--- src/rtl/baud_hunt_pkg.sv ---
// Shared types and the rate list for the auto-baud search controller.
// Assumes a 4-bit rate index; rates are held in tenths of a baud so that
// the fractional rate stays exact.
package baud_hunt_pkg;

    typedef enum logic [1:0] {
        ST_WAIT    = 2'd0,
        ST_HUNT    = 2'd1,
        ST_CONFIRM = 2'd2,
        ST_LOCK    = 2'd3
    } hunt_state_t;

    // Rate in tenths of a baud for each index, slowest first.
    function automatic int unsigned rate_tenths(input int unsigned idx);
        case (idx)
            0:       rate_tenths = 500;
            1:       rate_tenths = 750;
            2:       rate_tenths = 1100;
            3:       rate_tenths = 1345;
            4:       rate_tenths = 1500;
            5:       rate_tenths = 3000;
            6:       rate_tenths = 6000;
            7:       rate_tenths = 12000;
            8:       rate_tenths = 18000;
            9:       rate_tenths = 20000;
            10:      rate_tenths = 24000;
            11:      rate_tenths = 36000;
            12:      rate_tenths = 48000;
            13:      rate_tenths = 72000;
            14:      rate_tenths = 96000;
            default: rate_tenths = 192000;
        endcase
    endfunction

endpackage

--- src/rtl/baud_rate_rom.sv ---
// Maps a rate index to its oversampling divisor.
// Assumes REF_HZ * 10 fits in 32 bits; every divisor is rounded to nearest.
module baud_rate_rom #(
    parameter int unsigned REF_HZ = 5068800,
    parameter int unsigned OVS    = 16,
    parameter int unsigned IDX_W  = 4,
    parameter int unsigned DIV_W  = 16
) (
    input  logic [IDX_W-1:0] idx_i,
    output logic [DIV_W-1:0] divisor_o
);
    import baud_hunt_pkg::*;

    localparam int unsigned NRATES   = 1 << IDX_W;
    localparam int unsigned SCALED_F = (REF_HZ * 10) / OVS;

    logic [DIV_W-1:0] div_tab [NRATES];

    // One divisor per index, computed from the rate list.
    for (genvar g = 0; g < NRATES; g++) begin : g_tab
        localparam int unsigned RT = rate_tenths(g);
        assign div_tab[g] = DIV_W'((SCALED_F + RT / 2) / RT);
    end

    // Select the entry for the current index.
    assign divisor_o = div_tab[idx_i];

endmodule

--- src/rtl/baud_byte_judge.sv ---
// Classifies one receiver event against the test pattern.
// Assumes the strobe is high for one cycle per byte.
module baud_byte_judge #(
    parameter int unsigned       DATA_W  = 8,
    parameter logic [DATA_W-1:0] PATTERN = 8'h55
) (
    input  logic              valid_i,
    input  logic [DATA_W-1:0] data_i,
    input  logic              overrun_i,
    input  logic              framing_i,
    input  logic              parity_i,
    output logic              hit_o,
    output logic              miss_o,
    output logic              err_any_o
);
    // Merge the three receiver error flags.
    assign err_any_o = overrun_i | framing_i | parity_i;

    // A hit is a strobed, clean byte equal to the pattern; any other strobed byte is a miss.
    always_comb begin
        hit_o  = valid_i && (data_i == PATTERN) && !err_any_o;
        miss_o = valid_i && !hit_o;
    end

endmodule

--- src/rtl/baud_tally.sv ---
// Event counter that wraps after LIMIT events and flags the last one.
// Assumes LIMIT >= 2; clear takes priority over increment.
module baud_tally #(
    parameter int unsigned LIMIT = 10
) (
    input  logic clk,
    input  logic rst_n,
    input  logic clr_i,
    input  logic inc_i,
    output logic last_o
);
    localparam int unsigned W = $clog2(LIMIT + 1);

    logic [W-1:0] cnt_q;
    logic         at_top;

    assign at_top = (cnt_q == W'(LIMIT - 1));
    assign last_o = inc_i && at_top;

    // Count events, returning to zero on clear or on the last event.
    always_ff @(posedge clk) begin
        if (!rst_n) begin
            cnt_q <= '0;
        end else if (clr_i || (inc_i && at_top)) begin
            cnt_q <= '0;
        end else if (inc_i) begin
            cnt_q <= cnt_q + 1'b1;
        end
    end


    tally_range_chk: assert property (@(posedge clk) disable iff (!rst_n)
        cnt_q < W'(LIMIT));

endmodule

--- src/rtl/baud_hunt_ctrl.sv ---
// Auto-baud search controller: waits for carrier, hunts down the rate
// list on a test pattern, confirms and locks.
// Assumes the receiver is re-clocked from divisor_o combinationally and
// that its flags arrive in the same cycle as the byte strobe.
module baud_hunt_ctrl #(
    parameter int unsigned       REF_HZ      = 5068800,
    parameter int unsigned       OVS         = 16,
    parameter int unsigned       IDX_W       = 4,
    parameter int unsigned       DIV_W       = 16,
    parameter int unsigned       DATA_W      = 8,
    parameter logic [DATA_W-1:0] PATTERN     = 8'h55,
    parameter int unsigned       MISS_LIMIT  = 10,
    parameter int unsigned       CONFIRM_LEN = 10
) (
    input  logic              clk,
    input  logic              rst_n,
    input  logic              carrier_det_i,
    input  logic [DATA_W-1:0] rx_data_i,
    input  logic              rx_valid_i,
    input  logic              rx_overrun_i,
    input  logic              rx_framing_err_i,
    input  logic              rx_parity_err_i,
    output logic              dtr_o,
    output logic              rts_o,
    output logic [IDX_W-1:0]  rate_idx_o,
    output logic [DIV_W-1:0]  divisor_o,
    output logic              waiting_o,
    output logic              hunting_o,
    output logic              confirming_o,
    output logic              locked_o
);
    import baud_hunt_pkg::*;

    localparam logic [IDX_W-1:0] TOP_IDX = {IDX_W{1'b1}};

    hunt_state_t      state_q;
    logic [IDX_W-1:0] idx_q;
    logic             hs_q;
    logic             hit, miss, err_any;
    logic             miss_last, conf_last;
    logic             miss_inc, miss_clr, conf_inc, conf_clr;

    baud_byte_judge #(.DATA_W(DATA_W), .PATTERN(PATTERN)) u_judge (
        .valid_i   (rx_valid_i),
        .data_i    (rx_data_i),
        .overrun_i (rx_overrun_i),
        .framing_i (rx_framing_err_i),
        .parity_i  (rx_parity_err_i),
        .hit_o     (hit),
        .miss_o    (miss),
        .err_any_o (err_any)
    );

    // Misses at the current rate are counted only while hunting with carrier.
    always_comb begin
        miss_inc = (state_q == ST_HUNT) && carrier_det_i && miss;
        miss_clr = (state_q != ST_HUNT) || !carrier_det_i;
        conf_inc = (state_q == ST_CONFIRM) && carrier_det_i && hit;
        conf_clr = (state_q != ST_CONFIRM) || !carrier_det_i;
    end

    baud_tally #(.LIMIT(MISS_LIMIT)) u_miss (
        .clk    (clk),
        .rst_n  (rst_n),
        .clr_i  (miss_clr),
        .inc_i  (miss_inc),
        .last_o (miss_last)
    );

    baud_tally #(.LIMIT(CONFIRM_LEN)) u_conf (
        .clk    (clk),
        .rst_n  (rst_n),
        .clr_i  (conf_clr),
        .inc_i  (conf_inc),
        .last_o (conf_last)
    );

    // Search state machine, rate index and handshake outputs.
    always_ff @(posedge clk) begin
        if (!rst_n) begin
            state_q <= ST_WAIT;
            idx_q   <= TOP_IDX;
            hs_q    <= 1'b0;
        end else begin
            hs_q <= 1'b1;
            if ((state_q != ST_WAIT) && !carrier_det_i) begin
                state_q <= ST_WAIT;
                idx_q   <= TOP_IDX;
            end else begin
                case (state_q)
                    ST_WAIT: begin
                        idx_q <= TOP_IDX;
                        if (carrier_det_i) state_q <= ST_HUNT;
                    end
                    ST_HUNT: begin
                        if (hit) begin
                            state_q <= ST_CONFIRM;
                        end else if (miss_last) begin
                            idx_q <= (idx_q == '0) ? TOP_IDX : idx_q - 1'b1;
                        end
                    end
                    ST_CONFIRM: begin
                        if (err_any || miss) begin
                            state_q <= ST_HUNT;
                            idx_q   <= TOP_IDX;
                        end else if (conf_last) begin
                            state_q <= ST_LOCK;
                        end
                    end
                    default: ;
                endcase
            end
        end
    end

    baud_rate_rom #(.REF_HZ(REF_HZ), .OVS(OVS), .IDX_W(IDX_W), .DIV_W(DIV_W)) u_rom (
        .idx_i     (idx_q),
        .divisor_o (divisor_o)
    );

    // Drive the ports from the registered state.
    always_comb begin
        dtr_o        = hs_q;
        rts_o        = hs_q;
        rate_idx_o   = idx_q;
        waiting_o    = (state_q == ST_WAIT);
        hunting_o    = (state_q == ST_HUNT);
        confirming_o = (state_q == ST_CONFIRM);
        locked_o     = (state_q == ST_LOCK);
    end


    handshake_up_chk: assert property (@(posedge clk) disable iff (!rst_n)
        1'b1 |=> (dtr_o && rts_o));


    idx_step_chk: assert property (@(posedge clk) disable iff (!rst_n)
        (rate_idx_o != $past(rate_idx_o)) |->
            ((rate_idx_o == $past(rate_idx_o) - 1'b1) || (rate_idx_o == TOP_IDX)));


    lock_entry_chk: assert property (@(posedge clk) disable iff (!rst_n)
        $rose(locked_o) |-> $past(confirming_o));


    lock_freeze_chk: assert property (@(posedge clk) disable iff (!rst_n)
        (locked_o && carrier_det_i) |=> ($stable(rate_idx_o) && locked_o));


    carrier_drop_chk: assert property (@(posedge clk) disable iff (!rst_n)
        !carrier_det_i |=> (waiting_o && (rate_idx_o == TOP_IDX)));


    status_onehot_chk: assert property (@(posedge clk) disable iff (!rst_n)
        $countones({waiting_o, hunting_o, confirming_o, locked_o}) == 1);

endmodule

--- config.mk ---
export PLATFORM = sky130hd
export DESIGN_NAME = baud_hunt_ctrl
export DESIGN_NICKNAME = d
export VERILOG_FILES = /design/src/rtl/baud_hunt_pkg.sv /design/src/rtl/baud_rate_rom.sv /design/src/rtl/baud_byte_judge.sv /design/src/rtl/baud_tally.sv /design/src/rtl/baud_hunt_ctrl.sv
export SDC_FILE = /design/constraint.sdc
export NUM_CORES = 1
export LEC_CHECK = 0
export CORE_MARGIN = 2
export CORE_UTILIZATION = 35
export CTS_CLUSTER_SIZE = 28
export DETAILED_ROUTE_END_ITERATION = 10
export SYNTH_ARGS = -nofsm -noshare
export SYNTH_HDL_FRONTEND = slang
export SYNTH_HIERARCHICAL = 1
export SYNTH_SLANG_ARGS = --single-unit
--- constraint.sdc ---
create_clock -name clk -period 3.4 [get_ports clk]
set_input_delay 0.34 -clock clk [delete_from_list [all_inputs] [get_ports clk]]
set_output_delay 0.34 -clock clk [all_outputs]
set_load 0.01 [all_outputs]
Yosys cells after proc, flatten, opt, wreduce, memory -nomap -nowiden
Memories as Yosys holds them, arrays and structs flattened.
Index checks and enable logic that the tools add are counted.

cells by class
  $add $sub $neg = 3
  multipliers = 0
  divide/modulo/power cells = 0
  magnitude comparators = 1
  equality and inequality tests = 14
  shift-type cells = 0
  multiplexer cells = 13
  bitwise logic cells = 4
  reduce and logical (&&, ||, !) cells = 27

operators with widths
  kind                                                                     number
  16-bit 2-to-1 mux                                                        2
  4-bit 2-to-1 mux                                                         4
  4-bit one-hot mux with 3 select lines                                    1
  1-bit logical AND                                                        10
  4-bit by 1-bit adder with 4-bit output, second input constant            2
  4-bit == test, second input constant                                     2
  8-bit by 7-bit == test with 1-bit output, second input constant          1
  2-bit 2-to-1 mux                                                         4
  2-bit by 1-bit inequality test with 1-bit output, second input constant  4
  4-bit AND reduction                                                      2
  2-bit inequality test, second input constant                             3
  2-bit one-hot mux with 3 select lines                                    1
  2-bit OR reduction                                                       3
  5-bit >= comparator, second input constant                               1
  1-bit logical OR                                                         5
  4-bit inverter with 5-bit output                                         1
  2-bit == test, second input constant                                     2
  4-bit logical NOT                                                        1
  4-bit by 1-bit subtractor with 4-bit output, second input constant       1
  1-bit logical NOT                                                        3
  3-bit by 1-bit inequality test with 1-bit output, second input constant  1
  3-bit nonzero test                                                       1
  2-bit by 1-bit == test with 1-bit output, second input constant          1
  2-bit logical NOT                                                        1
  4 further kinds                                                          5

storage, ports and cells
  bits in registers = 15
  bits in latches = 0
  bits in writable memories = 0
  bits in read-only memories = 256
  bits of input ports = 15
  output and inout bits = 26
  word-level logic and storage cells = 68
  memories = 1

memories
  name             depth  width  rd ports  clocked after memory_dff  write ports  RTL line             text
  (no name shown)  16     16     1         0                         0            baud_rate_rom.sv:26  assign divisor_o = div_tab[idx_i];

Logic depth before layout (Yosys ltp)
Gate-level depths: netlist of the first run.

  depth in word-level cells = 11
  depth in mapped cells = 7

By module
Netlist of the first run, hierarchy kept.

modules (own cells, without submodules)
  module           instances  cells an instance  area each (um^2)  sequential area each (um^2)
  baud_hunt_ctrl   1          57                 531.8             140.1
  baud_tally       2          19                 197.7             80.1
  baud_rate_rom    1          46                 339.1             0.0
  baud_byte_judge  1          6                  45.0              0.0

Least setup slack after synthesis of the first run
Ideal clock, no wire load.

  kind = in2reg
  from = input rx_data_i[1]
  to = register state_q[0]
  arrival time = 2.449 ns
  data required time = 3.328 ns
  path slack = 0.879 ns
  cell stages on the path = 7
  buffers on the path = 0
  path through = or4b_1 -> nor4_1 -> and3_2 -> and4b_4 -> inv_1 -> a2111oi_4 -> mux2i_1

between the ends
  elaborated cells between the ends (all ways) = 13
  those cells by class = eq/ne: 3; mux: 2; reduce/logical: 8

RTL lines
  what                                                               RTL line               text
  start, declared                                                    baud_hunt_ctrl.sv:18   input logic [DATA_W-1:0] rx_data_i,
  8-bit by 7-bit == test with 1-bit output                           baud_byte_judge.sv:21  hit_o = valid_i && (data_i == PATTERN) && !err_any_o;
  1-bit logical AND (2 in series)                                    baud_byte_judge.sv:21
  net hit                                                            baud_hunt_ctrl.sv:39   logic hit, miss, err_any;
  1-bit logical AND                                                  baud_hunt_ctrl.sv:58   conf_inc = (state_q == ST_CONFIRM) && carrier_det_i && hit;
  net conf_inc                                                       baud_hunt_ctrl.sv:41   logic miss_inc, miss_clr, conf_inc, conf_clr;
  1-bit logical AND                                                  baud_tally.sv:18       assign last_o = inc_i && at_top;
  net conf_last                                                      baud_hunt_ctrl.sv:40   logic miss_last, conf_last;
  3-bit by 1-bit inequality test with 1-bit output (no source line)  n/a
  4-bit AND reduction (no source line)                               n/a
  end signal, assigned                                               baud_hunt_ctrl.sv:81   state_q <= ST_WAIT;
  end signal, assigned                                               baud_hunt_ctrl.sv:87   state_q <= ST_WAIT;
  end signal, assigned                                               baud_hunt_ctrl.sv:93   if (carrier_det_i) state_q <= ST_HUNT;
  end, declared                                                      baud_hunt_ctrl.sv:36   hunt_state_t state_q;

The timed path passes the listed nets, and every way through them passes these cells.
A chain may end at the register's enable or synchronous reset.

Worst setup path in the final report of the first run
  from = register idx_q[1] (netlist: rate_idx_o[1])
  to = output divisor_o[5]

between the ends
  word-level cells in the longest chain between the ends = 4

RTL lines
  what                                                    RTL line              text
  start, declared                                         baud_hunt_ctrl.sv:37  logic [IDX_W-1:0] idx_q;
  start signal, assigned                                  baud_hunt_ctrl.sv:99  idx_q <= (idx_q == '0) ? TOP_IDX : idx_q - 1'b1;
  4-bit inverter with 5-bit output (not written as such)  baud_rate_rom.sv:26
  memory 16 x 16 bit                                      n/a
  16-bit 2-to-1 mux (not written as such) (2 in series)   baud_rate_rom.sv:26
  end, declared                                           baud_hunt_ctrl.sv:26  output logic [DIV_W-1:0] divisor_o,

No other way between the ends. The select of a mux whose other input is x is not followed.

==> metrics.md, run 1 <==
| Metric | Value |
|---|---|
| Status | finished, final reports clean |
| Power Total | 0.492 mW |
| Synth Area per Inst | 8.92 um^2 |
| CP Class | flip-flop to output pin |
| Largest net degree at the start of global routing | 26 |
| Ys async rst share | 0 |
| Reg2reg setup slack | 1.28 ns |
| Clock Pin Slew Worst Setup and Hold Paths | 0.06 ns |
| CP startpoint kind | flip-flop |
| Number of synthesized register bits | 15 |
| Residual DRC | 0 |
| Hold Path Sink | state_q[1]$_SDFFE_PP0P_ |
| Crit path required time | 3.06 ns |
| Num CTS Buffers | 3 |
| Critical Path Max Stage Delay | 0.64 ns |
| Vias in the first global route | 1,086 |
| Clock Tree Root | clkbuf_8 |
| Fin cells | 231 |
| Crit-path cells | inv_1, ha_1, mux4_2, clkdlybuf4s50_1 |
| Die height | 65.2 um |
| Leak | 0.716 nW |
| Finished Core Util | 0.480 |
| Reg2reg path depth | 7 |
| Syn. warnings | 6 |
| I/O pin cnt | 41 |
| Max-cap violations | 0 |
| Max FO, Critical Path | 16 |
| Antenna violations before repair | 0 |
| Hold WC Path Type | flip-flop to flip-flop |
| Setup total negative slack | 0 ns |
| CTS tree | yes |
| CTS Hold Bufs | 0 |
| Total grt overflow | 0 |
| Post-synth EDFFs | 0 |
| Post-DP HPWL | 2.19 mm |
| Share of cells above drive strength 1 | 0.0874 |
| ANT nets after route | 0 |
| Critical Path Source | rate_idx_o[1]$_SDFFE_PP1P_ |
| Max Transition Viols Final | 0 |
| Period minus WS final | 2.66 ns |
| Dpl cells | 227 |
| Area Growth Syn to Fin | 33.1% |
| First-pass GRT wire length | 4.69 mm |
| PwrDens | 282 nW/um^2 |
| Rows | 22 |
| Final worst-path cycle share | 0.783 |
| Synthesized cell area | 1310 um^2 |
| Number of library cell types mapped by synthesis | 47 |
| Drt pass-1 iters | 4 |
| Initial core utilization | 0.361 |
| Clock tree buffer depth | 2 |
| Core Area | 3630 um^2 |
| Setup slack at placement | 0.478 ns |
| RSZ-0062 raised after global routing | false |
| Num Clock Sinks | 15 |
| Critical Path AT | 2.32 ns |
| IO buf count | 37 |
| DRT iter0 DRCs | 41 |
| Via Count | 1,151 |
| Worst vdd ir | 0.235 mV |
| Hold_sp | state_q[1]$_SDFFE_PP0P_ |
| Final worst setup slack | 0.736 ns |
| Critical path endpoint category | output pin |
| Crit-path slowest cell | dfxtp_1 |
| Ant diodes | 0 |
| CTS resizes | 0 |
| Hold path depth | 2 |
| Worst R2R End | rate_idx_o[2]$_SDFFE_PP1P_ |
| Fmax | 375 MHz |
| Tot GR Track Use | 0.138 |
| Post-synth top flop | dfxtp_1 |
| Clk_lat worst skew | 0.25 ns |
| Slew @ Worst Pin | 0.770 ns |
| Seq/Total Area, Yosys | 0.229 |
| Vias per inst | 4.98 |
| Total wire length | 2.76 mm |
| # H-tree levels | 1 |
| Endpoints failing hold | 0 |
| Rel. slew slack | 0.486 |
| Nets@finish | 215 |
| Wire per inst | 11.9 um |
| Post-CTS setup buffer count | 0 |
| Die ar. | 4250 um^2 |
| Final setup fails | 0 |
| Mapped Cells | 147 |
| Routability Congestion | 0.852 |
| Worst reg2reg path startpoint | state_q[1]$_SDFFE_PP0P_ |
| Final Skew | 0.00349 ns |
| Die width | 65.2 um |
cells in the final DEF (no fill, tap or decap), types with 3 or more instances in the layout:
cell type,instances
clkdlybuf4s50_1,37
xor2_1,4
mux2i_1,5
nor3_1,3
nor2b_1,4
nor4_1,3
o21ai_0,3
nand2b_1,6
nor2_1,13
nand2_1,9
nand3b_1,4
dfxtp_1,15
ha_1,16
inv_1,11
conb_1,3
clkbuf_8,3
cell families (layout without fill, tap and decap cells):
group                      count (synthesis)  after routing  share of synthesized area
AOI/OAI and AO/OA                         24             24                      0.159
buffers and inverters                     19             53                     0.0744
adders and majority gates                 16             16                      0.153
other                                      1              3                    0.00286
xor gates and xnor gates                   6              6                     0.0401
muxes                                      6              6                     0.0553
DFF                                       15             15                      0.229
and+or+nand+nor                           60             60                      0.286
layer usage:
| layer | vias up | global-route usage | part of all wire |
|---|---|---|---|
| li1 | 588 | - | - |
| met1 | 527 | 0.165 | 0.44 |
| met2 | 31 | 0.247 | 0.51 |
| met3 | 5 | 0.0171 | 0.039 |
| met4 | 0 | 0.0547 | 0.016 |
| met5 | - | 0 | 0 |
area by class of cell:
type	instances	area (um^2)
Multi-Input combinational cell	115	921
Timing Repair Buffer	38	378
Sequential cell	15	300
Inverter	11	41.3
Fill cell	375	1890
Clock buffer	4	45.0
Tap cell	48	60.1
cell usage after synthesis, types with 2 or more instances:
cell | count | area share
or4b_1 | 2 | 0.015
or3b_4 | 2 | 0.017
o211ai_1 | 2 | 0.011
and4b_4 | 2 | 0.021
nor4_1 | 3 | 0.014
xnor2_1 | 2 | 0.013
ha_1 | 16 | 0.15
a211oi_1 | 2 | 0.011
a211oi_2 | 2 | 0.019
dfxtp_1 | 15 | 0.23
nor3b_1 | 2 | 0.011
o21ai_0 | 3 | 0.011
buf_2 | 3 | 0.011
nand2b_1 | 6 | 0.029
nor2b_1 | 4 | 0.019
nor3_1 | 3 | 0.011
nand2_1 | 9 | 0.026
nand3_1 | 2 | 0.0076
a211o_2 | 2 | 0.015
nand3b_1 | 4 | 0.023
mux2i_1 | 5 | 0.038
xor2_1 | 4 | 0.027
nor2_1 | 13 | 0.037
a22oi_1 | 2 | 0.011
buf_4 | 4 | 0.023
inv_1 | 11 | 0.031
nand4_1 | 2 | 0.0095
critical path, delay by kind of cell, from the launching register on:
| kind | cells | cell delay (ns) |
|---|---|---|
| buffers and inverters | 2 | 0.65 |
| flip-flops | 1 | 0.64 |
| multiplexers | 1 | 0.46 |
| adder cells (fa/ha/maj) | 1 | 0.32 |
worst max-delay path by stage:
stage	to	depth (start not counted)
floorplan	state_q[0]$_SDFFE_PP0P_	7
global placement	state_q[1]$_SDFFE_PP0P_	8
detailed placement	state_q[1]$_SDFFE_PP0P_	8
CTS	divisor_o[5]	4
global route	divisor_o[5]	4
finish	divisor_o[5]	4
through the flow:
step | hold slack [ns] | area, um^2
floorplan | 0.368 | 1320
global placement | 0.481 | 1700
detailed placement | 0.512 | 1700
CTS | 0.519 | 1750
global route | 0.543 | 1750
finish | 0.510 | 1750
power breakdown:
part	internal, mW	switching [mW]
sequential	0.182	0.00742
clock	0.0830	0.0623
combinational	0.0830	0.0739
flip-flops by register name, summed over array words and instances, names as in the netlist:
name / flops
u_conf/cnt_q: 4
rate_idx_o: 4
dtr_o: 1
u_miss/cnt_q: 4
state_q: 2
Power figures use the tool's default switching activity.
==> inputs of run 2 (changes only) <==
==> constraint.sdc (replaced) <==
create_clock -name clk -period 2.72 [get_ports clk]
set_input_delay 0.272 -clock clk [delete_from_list [all_inputs] [get_ports clk]]
set_output_delay 0.272 -clock clk [all_outputs]
set_load 0.01 [all_outputs]
==> metrics.md, run 2 (synthesized netlist as in run 1, its figures left out) <==
| Metric | Value |
|---|---|
| Status | finished, final reports clean |
| Area Growth Syn to Fin | 37.7% |
| Post-CTS setup buffer count | 0 (unchanged) |
| Ant diodes | 0 (unchanged) |
| Clock tree buffer depth | 2 (unchanged) |
| CP Class | input port to flip-flop |
| Most frequent cells in the layout | clkdlybuf4s50_1, ha_1, dfxtp_1 |
| Max FO, Critical Path | 2 (-14) |
| Final setup fails | 0 (unchanged) |
| Clock Pin Slew Worst Setup and Hold Paths | 0.06 ns (about the same) |
| # H-tree levels | 1 (unchanged) |
| Multi-input gate area | 921 um^2 (unchanged) |
| Nets@finish | 223 (+3.7%) |
| Clock Tree Root | clkbuf_8 |
| Switching share of total power | 0.293 (+0.00122) |
| Num CTS Buffers | 3 (unchanged) |
| Reg2reg path depth | 8 (+1) |
| Num Clock Sinks | 15 (unchanged) |
| Hold_sp | state_q[1]$_SDFFE_PP0P_ |
| Max Transition Viols Final | 0 (unchanged) |
| CTS resizes | 0 (unchanged) |
| PwrDens | 344 nW/um^2 (+22%) |
| Sequential Area | 300 um^2 (unchanged) |
| Residual DRC | 0 (unchanged) |
| Hold path depth | 2 (unchanged) |
| Via Count | 1,203 (+4.5%) |
| Period minus WS final | 2.45 ns |
| Largest net degree at the start of global routing | 23 (-12%) |
| NetSw | 0.182 mW (+27%) |
| Total grt overflow | 0 (unchanged) |
| Fill cell count | 364 (-2.9%) |
| Final worst setup slack | 0.270 ns (-0.466 ns) |
| Post-DP HPWL | 2.36 mm (+7.9%) |
| Antenna violations before repair | 0 (unchanged) |
| Drt pass-1 iters | 4 (unchanged) |
| Die ar. | 4250 um^2 (unchanged) |
| Worst vdd ir | 0.279 mV (+19%) |
| CTS tree | yes |
| Final Skew | 0.000784 ns (-0.00270 ns) |
| IO buf count | 37 (unchanged) |
| RSZ-0062 raised after global routing | false |
| Routability Congestion | 0.765 (-10%) |
| Worst R2R End | rate_idx_o[2]$_SDFFE_PP1P_ |
| Critical Path AT | 2.63 ns (+0.31 ns) |
| I/O pin cnt | 41 (unchanged) |
| Worst reg2reg path startpoint | state_q[1]$_SDFFE_PP0P_ |
| Initial core utilization | 0.361 (unchanged) |
| Clk_lat worst skew | 0.25 ns (about the same) |
| Total wire length | 2.87 mm (+4.1%) |
| CP startpoint kind | input port |
| Setup slack at placement | -0.0321 ns (-0.510 ns) |
| Die height | 65.2 um (unchanged) |
| DRT iter0 DRCs | 34 (-17%) |
| Rel. slew slack | 0.564 (+0.0786) |
| Setup total negative slack | 0 ns (unchanged) |
| Leak | 0.754 nW (+5.3%) |
| Finished Core Util | 0.497 (+0.0165) |
| Final worst-path cycle share | 0.901 |
| Tot GR Track Use | 0.143 (+0.00541) |
| Slew @ Worst Pin | 0.653 ns (-0.118 ns) |
| Vias in the first global route | 1,131 (+4.1%) |
| Endpoints failing hold | 0 (unchanged) |
| Logic pwr share | 0.324 (+0.005) |
| Core Area | 3630 um^2 (unchanged) |
| Rows | 22 (unchanged) |
| P_int | 0.439 mW (+26%) |
| Most common cell after layout, fill and taps aside | clkdlybuf4s50_1 |
| Critical path endpoint category | flip-flop |
| Share of cells above drive strength 1 | 0.126 (+0.0382) |
| Vias per inst | 5.03 (+1.0%) |
| Reg2reg setup slack | 0.67 ns (-0.61 ns) |
| Clk pwr share | 0.293 (-0.002) |
| Seq pwr share | 0.383 (-0.003) |
| Crit path required time | 2.90 ns (-0.16 ns) |
| ANT nets after route | 0 (unchanged) |
| Max-cap violations | 0 (unchanged) |
| CTS Hold Bufs | 0 (unchanged) |
| First-pass GRT wire length | 4.81 mm (+2.5%) |
| Fmax | 408 MHz |
| Hold WC Path Type | flip-flop to flip-flop |
| Hold Path Sink | state_q[1]$_SDFFE_PP0P_ |
| Wire per inst | 12.0 um (+0.61%) |
| Power Total | 0.621 mW (+26%) |
| Worst Hold Slack | 0.507 ns (-0.00323 ns) |
| Die width | 65.2 um (unchanged) |
-- run 2: worst max-delay path by stage --
stage / start / endpoint / cells past startpoint
floorplan: rx_data_i[1] / state_q[0]$_SDFFE_PP0P_ / 7
global placement: rx_data_i[1] / state_q[0]$_SDFFE_PP0P_ / 8
detailed placement: rx_data_i[1] / state_q[1]$_SDFFE_PP0P_ / 8
CTS: rx_data_i[1] / state_q[1]$_SDFFE_PP0P_ / 8
global route: rx_data_i[1] / state_q[1]$_SDFFE_PP0P_ / 8
finish: rx_data_i[1] / state_q[1]$_SDFFE_PP0P_ / 8
-- run 2: power by group through the flow --
| stage | Clock (mW) | Sequential (mW) | Combinational [mW] |
|---|---|---|---|
| after floorplan | 0 | 0.241 | 0.129 |
| after global placement | 0 | 0.242 | 0.198 |
| after global routing | 0.197 | 0.239 | 0.220 |
| final | 0.182 | 0.238 | 0.201 |
| after detailed placement | 0 | 0.242 | 0.201 |
| after CTS | 0.188 | 0.238 | 0.203 |
-- run 2: critical path, stage by stage --
cell,delay (ns)
clkdlybuf4s50_1,0.39
or4b_1,0.54
nor4_1,0.33
and3_2,0.24
and4b_4,0.23
inv_1,0.06
a2111oi_4,0.35
mux2i_1,0.22
-- run 2: metal layers --
| metal | vias up | share of wire | global-route usage |
|---|---|---|---|
| met5 | - | 0 | 0 |
| met3 | 5 | 0.041 | 0.0205 |
| met4 | 0 | 0.013 | 0.0469 |
| met2 | 31 | 0.54 | 0.286 |
| li1 | 605 | - | - |
| met1 | 562 | 0.41 | 0.150 |
-- run 2: stage by stage --
step	instances	area, um^2
after global placement	235	1760
final	239	1810
after global routing	239	1810
after floorplan	149	1320
after detailed placement	235	1760
after CTS	239	1810
-- run 2: layout make-up --
class | count | share of cell area
multi-input cells | 115 | 0.510
flip-flops and latches | 15 | 0.166
repair buffers | 46 | 0.243
inverters | 11 | 0.0229
clock buffers | 4 | 0.0249
well taps | 48 | 0.0333
==> inputs of run 3 (changes only) <==
--- a/config.mk
+++ b/config.mk
@@ -9,6 +9,8 @@
 export CORE_UTILIZATION = 35
 export CTS_CLUSTER_SIZE = 28
 export DETAILED_ROUTE_END_ITERATION = 10
+export GPL_ROUTABILITY_DRIVEN = 0
+export GPL_TIMING_DRIVEN = 0
 export SYNTH_ARGS = -nofsm -noshare
 export SYNTH_HDL_FRONTEND = slang
 export SYNTH_HIERARCHICAL = 1
==> metrics.md, run 3 (synthesized netlist as in run 1, its figures left out) <==
| Metric | Value |
|---|---|
| Rows | 22 (unchanged) |
| Num CTS Buffers | 3 (unchanged) |
| Dpl cells | 234 (-0.43%) |
| Top Metal Used | met4 |
| Die ar. | 4250 um^2 (unchanged) |
| Leak | 0.767 nW (+1.8%) |
| Period minus WS final | 2.65 ns (+0.205 ns) |
| Final worst-path cycle share | 0.976 (+0.0753) |
| Residual DRC | 0 (unchanged) |
| Status | finished, final reports clean |
| Tot GR Track Use | 0.128 (-0.0154) |
| Die height | 65.2 um (unchanged) |
| Critical Path AT | 2.83 ns (+0.20 ns) |
| DRT iter0 DRCs | 36 (+5.9%) |
| WL met3 | 98 um (-18%) |
| Max-cap violations | 0 (unchanged) |
| Rel. slew slack | 0.578 (+0.0132) |
| Max Transition Viols Final | 0 (unchanged) |
| CP Class | input port to flip-flop |
| Max FO, Critical Path | 6 (+4) |
| Slew @ Worst Pin | 0.627 ns (-0.0255 ns) |
| Setup slack at placement | -0.512 ns (-0.479 ns) |
| Most common cell after layout, fill and taps aside | clkdlybuf4s50_1 |
| Num Clock Sinks | 15 (unchanged) |
| Final Skew | 0.000708 ns (-0.0000754 ns) |
| Worst R2R End | rate_idx_o[2]$_SDFFE_PP1P_ |
| Total wire length | 2.80 mm (-2.7%) |
| Post-DP HPWL | 2.19 mm (-7.5%) |
| Wire per inst | 11.6 um (-3.1%) |
| Total grt overflow | 0 (unchanged) |
| Worst Setup EP | u_miss/cnt_q[1]$_SDFFE_PP0P_ |
| Worst Hold Slack | 0.513 ns (+0.00601 ns) |
| Endpoints failing hold | 0 (unchanged) |
| Setup total negative slack | 0 ns (unchanged) |
| Fin cells | 240 (+0.42%) |
| Drt pass-1 iters | 4 (unchanged) |
| Met2 WL post-DR | 1.45 mm (-6.5%) |
| Vias in the first global route | 1,042 (-7.9%) |
| CTS tree | yes |
| First-pass GRT wire length | 4.46 mm (-7.3%) |
| Critical path endpoint category | flip-flop |
| Most frequent cells in the layout | clkdlybuf4s50_1, ha_1, dfxtp_1 |
| Final worst setup slack | 0.0655 ns (-0.205 ns) |
| Clock Tree Root | clkbuf_8 |
| Die width | 65.2 um (unchanged) |
| Clk_lat worst skew | 0.24 ns (about the same) |
| Initial core utilization | 0.361 (unchanged) |
| # H-tree levels | 1 (unchanged) |
| Share of cells above drive strength 1 | 0.146 (+0.0202) |
| I/O pin cnt | 41 (unchanged) |
| Critical Path Source | rx_data_i[1] |
| Core Area | 3630 um^2 (unchanged) |
| Worst reg2reg path startpoint | state_q[1]$_SDFFE_PP0P_ |
| Hold WC Path Type | flip-flop to flip-flop |
| Fmax | 377 MHz (-7.7%) |
| Final setup fails | 0 (unchanged) |
| Routed met1 length | 1.23 mm (+5.8%) |
| IO buf count | 37 (unchanged) |
| Antenna violations before repair | 0 (unchanged) |
| Vias per inst | 4.93 (-2.0%) |
| Reg2reg setup slack | 0.60 ns (-0.07 ns) |
| CTS Hold Bufs | 0 (unchanged) |
| Largest net degree at the start of global routing | 17 (-26%) |
| RSZ-0062 raised after global routing | false |
| Crit path required time | 2.89 ns (about the same) |
| Nets@finish | 224 (+0.45%) |
| CP startpoint kind | input port |
| Ant diodes | 0 (unchanged) |
| Power Total | 0.622 mW (about the same) |
| PwrDens | 339 nW/um^2 (-1.5%) |
| Reg2reg path depth | 7 (-1) |
| Clock tree buffer depth | 2 (unchanged) |
| Via Count | 1,184 (-1.6%) |
| Area Growth Syn to Fin | 39.9% |
| Clock Pin Slew Worst Setup and Hold Paths | 0.06 ns (about the same) |
| ANT nets after route | 0 (unchanged) |
| Worst vdd ir | 0.300 mV (+7.6%) |
[run 3: worst min path at each step]
| stage | from | end | slack (ns) | cells after the start |
|---|---|---|---|---|
| detailed placement | state_q[1]$_SDFFE_PP0P_ | state_q[1]$_SDFFE_PP0P_ | 0.50 | 2 |
| floorplan | rst_n | dtr_o$_DFF_P_ | 0.30 | 0 |
| CTS | state_q[1]$_SDFFE_PP0P_ | state_q[1]$_SDFFE_PP0P_ | 0.52 | 2 |
| finish | state_q[1]$_SDFFE_PP0P_ | state_q[1]$_SDFFE_PP0P_ | 0.51 | 2 |
| global route | u_miss/cnt_q[1]$_SDFFE_PP0P_ | u_miss/cnt_q[1]$_SDFFE_PP0P_ | 0.56 | 2 |
| global placement | state_q[1]$_SDFFE_PP0P_ | state_q[1]$_SDFFE_PP0P_ | 0.48 | 2 |
[run 3: final cells by class]
cell class              count  area (um^2)
flip-flops and latches     15          300
multi-input cells         115          945
clock buffers               3         41.3
clock inverters             1         5.00
fillers                   362         1800
repair buffers             39          385
plain buffers               8         56.3
inverters                  11         41.3
well taps                  48         60.1
[run 3: critical path: stages]
cell and delay [ns]:
clkdlybuf4s50_1 0.39, or4b_1 0.59, o41a_1 0.46, and3_1 0.27, and4b_4 0.25, or3b_4 0.41, a211oi_2 0.19
[run 3: per-stage QoR]
stage	instance area, um^2	util
5_1_grt	1830	0.505
3_5_place_dp	1750	0.481
2_1_floorplan	1320	-
3_3_place_gp	1750	0.481
4_1_cts	1810	0.498
6_report	1830	0.505
[run 3: repair_timing]
action,4_1_cts,5_1_grt
endpoints found under the setup margin,2,2
buffers inserted,0,2
gates resized for setup,2,2
cloned,0,0
pin swaps,0,1
[run 3: where the power goes]
part           internal [mW]  leakage, nW  switching [mW]
Clock                  0.101       0.0255          0.0798
Sequential             0.228        0.122         0.00965
Combinational          0.108        0.620          0.0948
[run 3: layer usage]
layer  track usage  up-vias
met2         0.239       26
li1              -      603
met1         0.151      553
met4        0.0391        0
met5             0        -
met3        0.0154        2
